===== config.mk =====
export PLATFORM = sky130hd
export DESIGN_NAME = pwm_safe_stop_timer
export DESIGN_NICKNAME = d
export VERILOG_FILES = /design/src/rtl/pwm_tmr_pkg.sv /design/src/rtl/pwm_tmr_regs.sv /design/src/rtl/pwm_tmr_core.sv /design/src/rtl/pwm_tmr_irq.sv /design/src/rtl/pwm_safe_stop_timer.sv
export SDC_FILE = /design/constraint.sdc
export NUM_CORES = 1
export LEC_CHECK = 0
export BUFFER_PORTS_ARGS = -buffer_cell sky130_fd_sc_hd__clkbuf_2
export CAP_MARGIN = 5
export CORE_MARGIN = 5
export CORE_UTILIZATION = 53
export DETAILED_ROUTE_END_ITERATION = 6
export PLACE_DENSITY = 0.75
export SLEW_MARGIN = 20
export SYNTH_ARGS = -nofsm -noshare
export SYNTH_HDL_FRONTEND = slang
export SYNTH_SLANG_ARGS = --single-unit

===== constraint.sdc =====
create_clock -name clk_i -period 2.7 [get_ports clk_i]
set_input_delay 0.405 -clock clk_i [delete_from_list [all_inputs] [get_ports clk_i]]
set_output_delay 0.405 -clock clk_i [all_outputs]
set_load 0.05 [all_outputs]

===== src/rtl/pwm_tmr_pkg.sv =====
package pwm_tmr_pkg;
  typedef enum logic [1:0] {
    MODE_TIMER   = 2'b00,
    MODE_EVENT   = 2'b01,
    MODE_PWM     = 2'b10,
    MODE_ONESHOT = 2'b11
  } mode_e;

  localparam int ADDR_CTRL = 0;
  localparam int ADDR_HIGH = 1;

  localparam int RUN_BIT  = 0;
  localparam int POL_BIT  = 1;
  localparam int SDEN_BIT = 2;
  localparam int MODE_LO  = 3;
  localparam int MODE_HI  = 4;
endpackage


===== src/rtl/pwm_tmr_regs.sv =====
module pwm_tmr_regs
  import pwm_tmr_pkg::*;
#(
  parameter int ADDR_W = 2,
  parameter int DATA_W = 8
) (
  input  logic              clk_i,
  input  logic              rst_ni,
  input  logic              wr_en_i,
  input  logic [ADDR_W-1:0] wr_addr_i,
  input  logic [DATA_W-1:0] wr_data_i,
  output logic              pol_o,
  output logic              sd_en_o,
  output logic [DATA_W-1:0] hi_buf_o,
  output logic              start_o,
  output logic              stop_o,
  output logic              mode_entry_o
);
  logic              run_q, pol_q, sd_en_q, seen_pwm_q;
  mode_e             mode_q, wr_mode;
  logic [DATA_W-1:0] hi_buf_q;
  logic              ctrl_wr, hi_wr, cfg_ok;
  logic              unused_ctrl_bits;

  assign ctrl_wr = wr_en_i && (wr_addr_i == ADDR_W'(ADDR_CTRL));
  assign hi_wr   = wr_en_i && (wr_addr_i == ADDR_W'(ADDR_HIGH));
  assign cfg_ok  = ctrl_wr && !run_q;
  assign wr_mode = mode_e'(wr_data_i[MODE_HI:MODE_LO]);
  assign unused_ctrl_bits = ^wr_data_i[DATA_W-1:MODE_HI+1];

  assign start_o = ctrl_wr && wr_data_i[RUN_BIT] && !run_q && (wr_mode == MODE_PWM);
  assign stop_o  = ctrl_wr && !wr_data_i[RUN_BIT] && run_q && (mode_q == MODE_PWM);
  // entry from timer/event, or first ever entry
  assign mode_entry_o = cfg_ok && (wr_mode == MODE_PWM) && (mode_q != MODE_PWM) &&
                        ((mode_q == MODE_TIMER) || (mode_q == MODE_EVENT) || !seen_pwm_q);

  always_ff @(posedge clk_i or negedge rst_ni) begin
    if (!rst_ni) begin
      run_q      <= 1'b0;
      pol_q      <= 1'b0;
      sd_en_q    <= 1'b0;
      mode_q     <= MODE_TIMER;
      seen_pwm_q <= 1'b0;
      hi_buf_q   <= '0;
    end else begin
      if (ctrl_wr) run_q <= wr_data_i[RUN_BIT];
      if (cfg_ok) begin
        pol_q   <= wr_data_i[POL_BIT];
        sd_en_q <= wr_data_i[SDEN_BIT];
        mode_q  <= wr_mode;
        if (wr_mode == MODE_PWM) seen_pwm_q <= 1'b1;
      end
      if (hi_wr) hi_buf_q <= wr_data_i;
    end
  end

  assign pol_o    = pol_q;
  assign sd_en_o  = sd_en_q;
  assign hi_buf_o = hi_buf_q;

  p_cfg_hold_r2: assert property (@(posedge clk_i) disable iff (!rst_ni)
    (ctrl_wr && run_q) |=> ($stable(pol_q) && $stable(sd_en_q) && $stable(mode_q)));

  p_entry_mode_r3: assert property (@(posedge clk_i) disable iff (!rst_ni)
    mode_entry_o |=> (mode_q == MODE_PWM) && seen_pwm_q);
endmodule


===== src/rtl/pwm_tmr_core.sv =====
module pwm_tmr_core #(
  parameter int CNT_W = 8
) (
  input  logic             clk_i,
  input  logic             rst_ni,
  input  logic             tick_i,
  input  logic             start_i,
  input  logic             stop_i,
  input  logic [CNT_W-1:0] hi_buf_i,
  output logic             active_o,
  output logic             set_o,
  output logic [CNT_W-1:0] cnt_o
);
  logic             run_q, act_q;
  logic [CNT_W-1:0] cnt_q, hi_cur_q, cnt_nxt;
  logic             wrap, act_nxt, step;

  assign cnt_nxt = cnt_q + 1'b1;
  assign wrap    = (cnt_nxt == '0);
  assign act_nxt = wrap ? (hi_buf_i != '0) : (cnt_nxt < hi_cur_q);
  assign step    = run_q && tick_i && !start_i && !stop_i;

  always_ff @(posedge clk_i or negedge rst_ni) begin
    if (!rst_ni) begin
      run_q    <= 1'b0;
      act_q    <= 1'b0;
      cnt_q    <= '0;
      hi_cur_q <= '0;
    end else if (start_i) begin
      run_q    <= 1'b1;
      cnt_q    <= '0;
      hi_cur_q <= hi_buf_i;
      act_q    <= (hi_buf_i != '0);
    end else if (stop_i) begin
      run_q <= 1'b0;
      act_q <= 1'b0;
    end else if (step) begin
      cnt_q <= cnt_nxt;
      act_q <= act_nxt;
      if (wrap) hi_cur_q <= hi_buf_i;
    end
  end

  // pulse end, or stop that leaves the active level
  assign set_o    = (step && act_q && !act_nxt) || (stop_i && act_q);
  assign active_o = act_q;
  assign cnt_o    = cnt_q;

  p_stop_idle_r8: assert property (@(posedge clk_i) disable iff (!rst_ni)
    stop_i |=> !act_q && !run_q);

  p_start_zero_r7: assert property (@(posedge clk_i) disable iff (!rst_ni)
    start_i |=> (cnt_q == '0) && (act_q == ($past(hi_buf_i) != '0)));

  p_no_tick_hold_r4: assert property (@(posedge clk_i) disable iff (!rst_ni)
    (!tick_i && !start_i && !stop_i) |=> $stable(cnt_q) && $stable(act_q));

  p_hi_load_r5: assert property (@(posedge clk_i) disable iff (!rst_ni)
    (step && wrap) |=> (hi_cur_q == $past(hi_buf_i)));
endmodule


===== src/rtl/pwm_tmr_irq.sv =====
module pwm_tmr_irq (
  input  logic clk_i,
  input  logic rst_ni,
  input  logic set_i,
  input  logic clr_i,
  output logic irq_o
);
  logic irq_q;

  always_ff @(posedge clk_i or negedge rst_ni) begin
    if (!rst_ni)    irq_q <= 1'b0;
    else if (set_i) irq_q <= 1'b1;
    else if (clr_i) irq_q <= 1'b0;
  end

  assign irq_o = irq_q;

  p_set_wins_r11: assert property (@(posedge clk_i) disable iff (!rst_ni)
    set_i |=> irq_q);

  p_clear_r11: assert property (@(posedge clk_i) disable iff (!rst_ni)
    (clr_i && !set_i) |=> !irq_q);
endmodule


===== src/rtl/pwm_safe_stop_timer.sv =====
module pwm_safe_stop_timer
  import pwm_tmr_pkg::*;
#(
  parameter int ADDR_W = 2,
  parameter int CNT_W  = 8
) (
  input  logic              clk_i,
  input  logic              rst_ni,
  input  logic              wr_en_i,
  input  logic [ADDR_W-1:0] wr_addr_i,
  input  logic [CNT_W-1:0]  wr_data_i,
  input  logic              tick_i,
  input  logic              shutdown_ni,
  input  logic              irq_clr_i,
  output logic              pwm_o,
  output logic              pwm_oe_o,
  output logic              irq_o
);
  logic             pol, sd_en, start, stop, mode_entry;
  logic             active, core_set;
  logic [CNT_W-1:0] hi_buf, cnt;

  pwm_tmr_regs #(.ADDR_W(ADDR_W), .DATA_W(CNT_W)) u_regs (
    .clk_i, .rst_ni, .wr_en_i, .wr_addr_i, .wr_data_i,
    .pol_o(pol), .sd_en_o(sd_en), .hi_buf_o(hi_buf),
    .start_o(start), .stop_o(stop), .mode_entry_o(mode_entry)
  );

  pwm_tmr_core #(.CNT_W(CNT_W)) u_core (
    .clk_i, .rst_ni, .tick_i,
    .start_i(start), .stop_i(stop), .hi_buf_i(hi_buf),
    .active_o(active), .set_o(core_set), .cnt_o(cnt)
  );

  pwm_tmr_irq u_irq (
    .clk_i, .rst_ni,
    .set_i(core_set || mode_entry), .clr_i(irq_clr_i), .irq_o
  );

  assign pwm_o    = active ^ pol;
  assign pwm_oe_o = !(sd_en && !shutdown_ni);

  // shutdown never disturbs the count
  p_shutdown_count_r10: assert property (@(posedge clk_i) disable iff (!rst_ni)
    (!shutdown_ni && !tick_i && !start && !stop) |=> $stable(cnt) && $stable(active));

  p_stop_level_r9: assert property (@(posedge clk_i) disable iff (!rst_ni)
    stop |=> (pwm_o == pol));
endmodule


==> results.toml <==
[placed_design]
place_congestion = 0.965
pre_cts_ws_ps = 91.2
io_buffers = 18
hpwl_mm = 2.63
place_inst = 229

[outcome]
outcome = "finished clean"

[clock_tree]
ctsResizeCount = 0
clkTransAtPathRegs_ps = 120
cts_sinks = 33
cts-root-buf = "clkbuf_4"
post_cts_buffers = 0
hold_buffers = 0
numCtsBuffers = 5
ctsHtreeMaxLevel = 2
insertion_delay_ps = 350
cts_tree = "built"
cts_max_path_buffers = 2

[power]
ir_drop_v = 0.000727
p_seq_frac = 0.440
intPower_mw = 1.12
power_density_nw_per_um2 = 857
switching_share = 0.367
total_leakage_power_nw = 0.941
p_sw_uw = 646
pwr-share-clk = 0.218
p_comb_frac = 0.343

[finish]
final_layout_size_suffix_gt1_frac = 0.251
instances_no_fill = 237
layout.nets = 215
fillCellCount = 272
antenna_cells = 0
area_delta_synth_final_pct = 12.2
multiInputGateArea_um2 = 946
final_common_cell = "dfrtp_1"
final_cell_mix = "dfrtp_1 (30), clkbuf_2 (18), mux2_2 (13)"
seq_area_um2 = 830

[timing]
worst_slew_pin_slew_ps = 816
fin_ws_ps = 213
fin_crit_sh = 0.921
setup_viol = 0
fmax_mhz = 402
min_period_ps = 2490
tns_ps = 0
grt_setup_unrepaired = "false"
slew_violations = 0
hold_viol = 0
slew-limit-headroom = 0.456
fin_skew_ps = 7.27

[floorplanning]
die-area_um2 = 4730
die_w_um = 68.8
floorplan.initialDensity = 0.549
coreArea_um2 = 3340
num_rows = 21
ios = 19
die_h_um = 68.8

[global_route]
grt_pass1_vias = 1397
grt_max_degree = 34
track_usage = 0.176
antenna_found_initial = 0
grt_overflow = 0
grt_pass1_wl_mm = 6.07

[synth]
async_reset_ff_frac = 1.00
syn_area_per_cell_um2 = 10.9
syn_nets = 193
synth_cell_types = 42
yosysWarnings = 0
netlist_area_um2 = 1830
synth_seq_cells = 33
seq_area_frac_synth = 0.451
netlist_instances = 168
synth_ff_type = "dfrtp_1"
synth_area_leaders = "dfrtp_1 (45%), mux2_2 (8.0%), ha_1 (6.1%), mux2_1 (4.9%), xnor2_1 (3.8%)"
synth_top_cell_by_area = "dfrtp_1"
synth-edff-count = 0
synth_top_area_frac = 0.451

[drt]
routed_via_density = 5.59
antenna_left = 0
drc = 0
first_iter_violations = 32
vias = 1324
wire_per_inst_um = 14.8
dr.pass1.iters = 4
wl_mm = 3.51

[run]
drv_cap = 0

[setup_path]
r2r_start = "u_core.cnt_o[1]"
crit_type = "reg2reg"
reg2reg_depth = 9
crit_required_ps = 2940
critical_path.startpoint = "u_core.cnt_o[1]"
startpoint_type = "flop"
endpoint_kind = "flop"
cp_max_fo = 6
worstPathArrival_ps = 2730

[worst_hold_path]
min_path_type = "in2async"
-- worst max-delay path, stage by stage (launching register included) --
cell,delay (ps)
dfrtp_2,440
ha_2,240
nand3_1,170
or3_1,420
nand2_1,80
ha_1,150
nand4_1,80
o31ai_1,340
nor4_1,90
a221o_1,350
-- layer usage --
metal	share of wire	wire length (um)	up-vias	global-route usage
li1	-	-	651	-
met1	0.44	1550	636	0.205
met2	0.49	1740	27	0.293
met3	0.042	146	10	0.0567
met4	0.023	80	0	0.0827
met5	0	0	-	0
-- kinds of logic after synthesis --
logic type | count (synthesis) | share of synthesized area
compound gates | 19 | 0.0833
buf+inv | 14 | 0.0348
xor+xnor | 13 | 0.0621
fa+ha+maj | 9 | 0.0614
mux | 22 | 0.134
flops | 33 | 0.451
simple gates | 58 | 0.173
-- worst paths after layout --
kind,end,slack [ps]
worst max-delay path,u_core.active_o,210
worst min-delay path,u_core.hi_cur_q[5],130
worst max register to register,u_core.active_o,210
worst min register to register,u_regs.seen_pwm_q,470
max in group asynchronous,u_core.cnt_o[0],2010
min in group clk_i,u_regs.hi_buf_o[1],290
-- through the flow --
step | cell area, um2 | hold WS (ps) | total power, mW | util
floorplan | 1830 | 109 | 1.23 | -
global placement | 1970 | 446 | 1.34 | 0.589
detailed placement | 1970 | 448 | 1.38 | 0.589
CTS | 2050 | 151 | 1.77 | 0.614
global route | 2060 | 187 | 1.89 | 0.616
finish | 2060 | 127 | 1.76 | 0.616
-- layout make-up --
| cell class | instances | area share |
|---|---|---|
| multi-input cells | 121 | 0.460 |
| flip-flops and latches | 33 | 0.404 |
| repair buffers | 20 | 0.0511 |
| well taps | 46 | 0.0280 |
| clock inverters | 3 | 0.0225 |
| clock buffers | 5 | 0.0183 |
| inverters | 9 | 0.0164 |
-- power groups by stage --
stage | clock network [mW] | registers (mW) | logic [mW]
6_report | 0.384 | 0.774 | 0.603
5_1_grt | 0.416 | 0.795 | 0.680
4_1_cts | 0.395 | 0.768 | 0.604
3_5_place_dp | 0 | 0.778 | 0.600
3_3_place_gp | 0 | 0.770 | 0.574
2_1_floorplan | 0 | 0.728 | 0.497
-- registers in the layout (all words and copies together) (netlist names) --
name and flops:
u_irq.irq_o 1, u_regs.hi_buf_o 8, u_regs.seen_pwm_q 1, u_regs.sd_en_o 1, u_regs.pol_o 1, u_core.run_q 1
u_core.cnt_o 8, u_core.active_o 1, u_regs.run_q 1, u_regs.mode_q 2, u_core.hi_cur_q 8
-- cells in the mapped netlist (2+ instances only) --
cell,count
mux2_2,13
mux2_1,8
nor4b_1,2
nand2b_1,3
nand3_1,5
xnor2_1,8
o21ai_0,2
nor2_1,12
o31ai_1,2
or4_1,2
and3_1,2
o211ai_1,2
a21oi_1,3
inv_1,9
a21o_1,2
nand4_1,3
nor4_1,4
a41o_1,2
buf_2,3
xor2_1,5
dfrtp_1,33
nor3_1,4
ha_1,9
nand2_1,12
Power figures use the tool's default switching activity.
